$ cat src/rtl/cmpout_pkg.sv
package cmpout_pkg;
    localparam int ACT_W = 2;

    typedef enum logic [ACT_W-1:0] {
        ACT_HOLD   = 2'b00,
        ACT_TOGGLE = 2'b01,
        ACT_CLEAR  = 2'b10,
        ACT_SET    = 2'b11
    } cmp_act_e;
endpackage

$ cat src/rtl/cmpout_event.sv
// Merges a real compare match with a gated force strobe into one event.
module cmpout_event (
    input  logic match_i,
    input  logic force_i,
    input  logic pwm_i,
    output logic fire_o
);
    logic force_ok;

    always_comb begin
        force_ok = force_i & ~pwm_i;
        fire_o   = match_i | force_ok;
    end
endmodule

$ cat src/rtl/cmpout_action.sv
// Next pin level for one channel from its action code.
module cmpout_action
    import cmpout_pkg::*;
(
    input  logic     fire_i,
    input  cmp_act_e act_i,
    input  logic     pin_i,
    output logic     pin_o
);
    always_comb begin
        pin_o = pin_i;
        if (fire_i) begin
            unique case (act_i)
                ACT_HOLD:   pin_o = pin_i;
                ACT_TOGGLE: pin_o = ~pin_i;
                ACT_CLEAR:  pin_o = 1'b0;
                ACT_SET:    pin_o = 1'b1;
                default:    pin_o = pin_i;
            endcase
        end
    end
endmodule

$ cat src/rtl/cmpout_strobe_unit.sv
module cmpout_strobe_unit
    import cmpout_pkg::*;
#(
    parameter int NUM_CH = 4
) (
    input  logic                    clk,
    input  logic                    rst_n,
    input  logic [NUM_CH-1:0]       cmp_match,
    input  logic [NUM_CH-1:0]       force_strobe,
    input  logic                    pwm_mode,
    input  logic [ACT_W*NUM_CH-1:0] mode_sel,
    output logic [NUM_CH-1:0]       pin_out
);
    typedef struct packed {
        logic [NUM_CH-1:0] pin;
    } state_t;

    state_t            st_d, st_q;
    logic [NUM_CH-1:0] fire;
    logic [NUM_CH-1:0] pin_nx;

    for (genvar i = 0; i < NUM_CH; i++) begin : g_ch
        cmp_act_e act;
        assign act = cmp_act_e'(mode_sel[i*ACT_W +: ACT_W]);

        cmpout_event u_evt (
            .match_i (cmp_match[i]),
            .force_i (force_strobe[i]),
            .pwm_i   (pwm_mode),
            .fire_o  (fire[i])
        );

        cmpout_action u_act (
            .fire_i (fire[i]),
            .act_i  (act),
            .pin_i  (st_q.pin[i]),
            .pin_o  (pin_nx[i])
        );

        AST_IDLE_STABLE: assert property (@(posedge clk) disable iff (!rst_n)
            (!cmp_match[i] && !(force_strobe[i] && !pwm_mode)) |=> $stable(pin_out[i]));
        AST_PWM_FORCE_IGNORED: assert property (@(posedge clk) disable iff (!rst_n)
            (pwm_mode && force_strobe[i] && !cmp_match[i]) |=> $stable(pin_out[i]));
        AST_EVENT_SET: assert property (@(posedge clk) disable iff (!rst_n)
            ((cmp_match[i] || (force_strobe[i] && !pwm_mode)) && act == ACT_SET) |=> pin_out[i]);
        AST_EVENT_CLEAR: assert property (@(posedge clk) disable iff (!rst_n)
            ((cmp_match[i] || (force_strobe[i] && !pwm_mode)) && act == ACT_CLEAR) |=> !pin_out[i]);
        AST_EVENT_HOLD: assert property (@(posedge clk) disable iff (!rst_n)
            (act == ACT_HOLD) |=> $stable(pin_out[i]));
        AST_TOGGLE_ONCE: assert property (@(posedge clk) disable iff (!rst_n)
            ((cmp_match[i] || (force_strobe[i] && !pwm_mode)) && act == ACT_TOGGLE)
            |=> (pin_out[i] != $past(pin_out[i])));
    end

    always_comb begin
        st_d     = st_q;
        st_d.pin = pin_nx;
    end

    always_ff @(posedge clk) begin
        if (!rst_n) st_q <= '0;
        else        st_q <= st_d;
    end

    assign pin_out = st_q.pin;

    AST_RESET_LOW: assert property (@(posedge clk) !rst_n |=> (pin_out == '0));
endmodule

$ cat config.mk
export PLATFORM = sky130hd
export DESIGN_NAME = cmpout_strobe_unit
export DESIGN_NICKNAME = d
export VERILOG_FILES = /design/src/rtl/cmpout_pkg.sv /design/src/rtl/cmpout_event.sv /design/src/rtl/cmpout_action.sv /design/src/rtl/cmpout_strobe_unit.sv
export SDC_FILE = /design/constraint.sdc
export NUM_CORES = 1
export LEC_CHECK = 0
export BUFFER_PORTS_ARGS = -buffer_cell sky130_fd_sc_hd__buf_4
export CELL_PAD_IN_SITES_DETAIL_PLACEMENT = 1
export CELL_PAD_IN_SITES_GLOBAL_PLACEMENT = 1
export CORE_AREA = 5 5 42 44
export DETAILED_ROUTE_END_ITERATION = 7
export DIE_AREA = 0 0 47 49
export PLACE_DENSITY_LB_ADDON = 0.08
export SYNTH_ARGS = -nofsm -noshare
export SYNTH_HDL_FRONTEND = slang
export SYNTH_SLANG_ARGS = --single-unit
export TNS_END_PERCENT = 50
$ cat constraint.sdc
create_clock -name clk -period 2.3 [get_ports clk]
set_clock_uncertainty 0.1 [all_clocks]
set_input_delay 0.23 -clock clk [delete_from_list [all_inputs] [get_ports clk]]
set_output_delay 0.23 -clock clk [all_outputs]
set_load 0.005 [all_outputs]
Word-level counts from Yosys, hierarchy flattened. Cells that the tools add are included. Widths: inputs -> output; s select.

Equality and inequality tests: 12. Multiplexer cells: 4. Bitwise operators: 17. Reduce and logical (&&, ||, !) cells: 8.

Operator list (count): $eq 2x2->1 const B (8); $pmux 1 s3 (4); $not 1->1 (9); $eq 2x1->1 const B (4); $logic_not 2->1 (4); $reduce_and 2->1 (4); $and 1x1->1 (4); $or 1x1->1 (4).

Register bits after elaboration: 4. Output and inout bits: 4. Logic and storage cells: 45.

Depth between registers and ports, before layout.
Depth after elaboration: 4. Gate-level depth with buffers: 3. Gate-level depth less buffers: 3.

Hierarchy. A second synthesis with hierarchy kept.

Cell total of the unflattened synthesis: 28. Area total of the unflattened synthesis: 250.2 um^2.

Modules (own cells, without submodules): cmpout_strobe_unit (instances 1, cells an instance 8, area an instance 105.1 um^2, seq. area each 80.1 um^2); cmpout_action (instances 4, cells an instance 3, area an instance 25.0 um^2, seq. area each 0.0 um^2); cmpout_event (instances 4, cells an instance 2, area an instance 11.3 um^2, seq. area each 0.0 um^2).

Least setup slack after synthesis. Ideal clock, no wire load.

Kind: flip-flop to flip-flop. From: reg st_q, in the netlist pin_out[0]. To: reg st_q, in the netlist pin_out[0]. Data arrival time: 842 ps. Required time: 2126 ps. Setup slack: 1284 ps. Stages on the path, launching flop included: 4. Cells stage by stage: dfxtp_1 inv_1 or3_1 a31oi_1.

Cells in the longest elaborated chain, start to end: 2.

RTL lines: start: declaration (line cmpout_strobe_unit.sv:18) `state_t st_d, st_q;`; start signal: assignment (line cmpout_strobe_unit.sv:62) `else st_q <= st_d;`; $not 1->1 (line cmpout_action.sv:15) `ACT_TOGGLE: pin_o = ~pin_i;`; $pmux 1 s3 (line cmpout_action.sv:13) `unique case (act_i)`.

No other way between the ends. A chain may end at the register's enable or synchronous reset.

Worst setup path in the final report. Ends and elaborated chain as after synthesis.

==> reports/results.tsv <==
metric	value	unit
vias in the first global route	374	
design area	441.7	um2
via density per instance	4.543	
Final setup viols	0	
Multi-input gate area	135.1	um2
Synth Area in Simple Gates	28.44	%
Fmax	925.9	MHz
final hold violation count	0	
drt total wl	871	um
Synth Area in Adders	0	%
Max Cap Viol	0	
top-level I/O count	23	
post-place setup slack	1.181	ns
R2R Path End	pin_out[0]	
first-pass GRT wire length	1476	um
Rel. slew slack	86.60	%
non-filler cells in the finished layout	70	
final worst-path cycle share	46.96	%
Pins Over Slew Limit	0	
register area share after synthesis	30.33	%
Reg area	80.08	um2
Leakage	0.1936	nW
Critical R2R Launch	pin_out[0]	
Setup crit start	pin_out[0]	
crit path setup slack, layout	1.220	ns
top-area cell type share of the netlist area	30.33	%
top area cells in the synthesized netlist	dfxtp_1 30%, or3_1 19%, o221ai_1 13%, buf_4 11%, a31oi_1 9.5%	
Final Wtd Congestion	0.5776	
ys async rst share	0	%
most common cell in the netlist	or3_1	
syn nets	52	
CTS tree	yes	
HP Class	in2reg	
Post-synth EDFFs	0	
routed vias	318	
Post-Syn Area	264.0	um2
fraction of layout cells with a size suffix above 1	46.30	%
CTS Hold Bufs	0	
Critical Path AT	1.14	ns
CP Max Fanout	3	
Pwr Density	500.8	nW/um2
ys flop type	dfxtp_1	
leading area contributor after synthesis	dfxtp_1	
H-tree depth	1	
Tmin final	1.080	ns
reg2reg setup slack	1.22	ns
RSZ-0062 raised after global routing	no	
starting density of the core	18.84	%
Netlist cell types	7	
number of flip-flops in the largest register	4	
Peak VDD IR	0.2502	mV
YS warnings	0	
Nets	75	
Tot Pwr	0.2212	mW
fillers	178	
Setup crit end	pin_out[0]	
post-synthesis xor/xnor area fraction	0	%
critical path class	reg2reg	
CP Capture Type	register	
Core Util, Final	31.52	%
crit-path max cell delay	0.37	ns
Die Area	2303	um2
worst hold slack	0.1862	ns
Worst path slowest cell	or3_1	
Post-Place Cell Area	419.2	um2
number of buffers created by CTS	3	
Die Ht	49	um
GR Overflow Total	0	
Core Rows	14	
Critical Path Start Type	register	
Req. time, crit path	2.36	ns
delay-heaviest family, CP	simple AND/OR/NAND/NOR gates	
routed wire length per instance	12.44	um
WP buf/inv	1	
Compound-Gate Fraction of Synth Area	22.75	%
clk buf depth	2	
first-iteration detailed-routing DRC count	3	
post-synthesis mux area share	0	%
setup_tns	0	ns
crit path cell chain	inv_1 -> or3_1 -> a31oi_1	
clock-pin slew on the worst setup and hold paths	0.04	ns
largest family of logic cells by synthesized area	simple AND/OR/NAND/NOR gates	
Worst path depth	3	
Clk Tree Root Cell	clkbuf_4	
Area Growth Syn to Fin	67.30	%
status	completed	
Worst Tran Pin Value	0.2010	ns
FF-to-FF path depth	3	
post-CTS repair timing setup buffer count	0	
dpl cells	67	
Post-CTS Resized	0	
cell count after synthesis	33	
clock sinks	4	
Residual DRC	0	
latest clock arrival within the worst-skew pair	0.23	ns
syn avg cell area	8.000	um2
Port Buffer Count	22	
largest net degree at the start of global routing	5	
total global-route track usage	8.873	%
initial antenna violation count	0	
DR pass1 iterations	2	
Die X	47	um
core area	1401	um2
Detail Route Antenna Nets	0	
DP HPWL	767.2	um
post-synthesis register bit count	4	
Commonest cells post-synth	8 x or3_1, 5 x inv_1	
antenna diode count	0	
[per-layer routing]
layer  global-route usage (%)  vias to the layer above  routed length (um)
met5                        0                        -                   0
met4                    2.765                        0                   0
met3                    5.166                        0                  96
met2                    14.03                       13                 465
met1                    9.670                      144                 309
li1                         -                      161                   -
[worst reg2reg max path, stage by stage (launching register included)]
cell     delay (ns)
dfxtp_1        0.32
inv_1          0.06
or3_1          0.37
a31oi_1        0.16
[cell families (layout without fill, tap and decap cells)]
logic type | count (synthesis) | after routing
flip-flops | 4 | 4
AND/OR/NAND/NOR | 12 | 12
buffers and inverters | 9 | 30
AO/OA/AOI/OAI | 8 | 8
[cell type report]
cell class / instances / area share [%]
Tap cell: 16 / 4.533
Multi-Input combinational cell: 20 / 30.59
Timing Repair Buffer: 22 / 37.39
Sequential cell: 4 / 18.13
Clock buffer: 3 / 5.099
Inverter: 5 / 4.249
[cells in the final DEF, fill, tap and decap left out]
cell	instances
or3_1	8
dfxtp_1	4
buf_4	22
inv_1	5
clkbuf_4	3
nor2b_1	4
o221ai_1	4
a31oi_1	4
[power breakdown]
| group | switching, mW | internal, mW | total, mW |
|---|---|---|---|
| combinational | 0.0197 | 0.0349 | 0.0546 |
| clock | 0.0305 | 0.0585 | 0.0890 |
| sequential | 0.00250 | 0.0751 | 0.0776 |
| total | 0.0527 | 0.169 | 0.221 |
[worst min-delay path by stage]
stage,from,end,slack [ns],depth (start not counted)
after floorplan,rst_n,pin_out[0],0.30,2
after global placement,mode_sel[1],pin_out[0],0.41,3
after detailed placement,mode_sel[1],pin_out[0],0.43,3
after CTS,mode_sel[1],pin_out[0],0.18,3
after global routing,mode_sel[5],pin_out[2],0.19,3
final,mode_sel[1],pin_out[0],0.19,3
(Power assumes the default switching activity.)
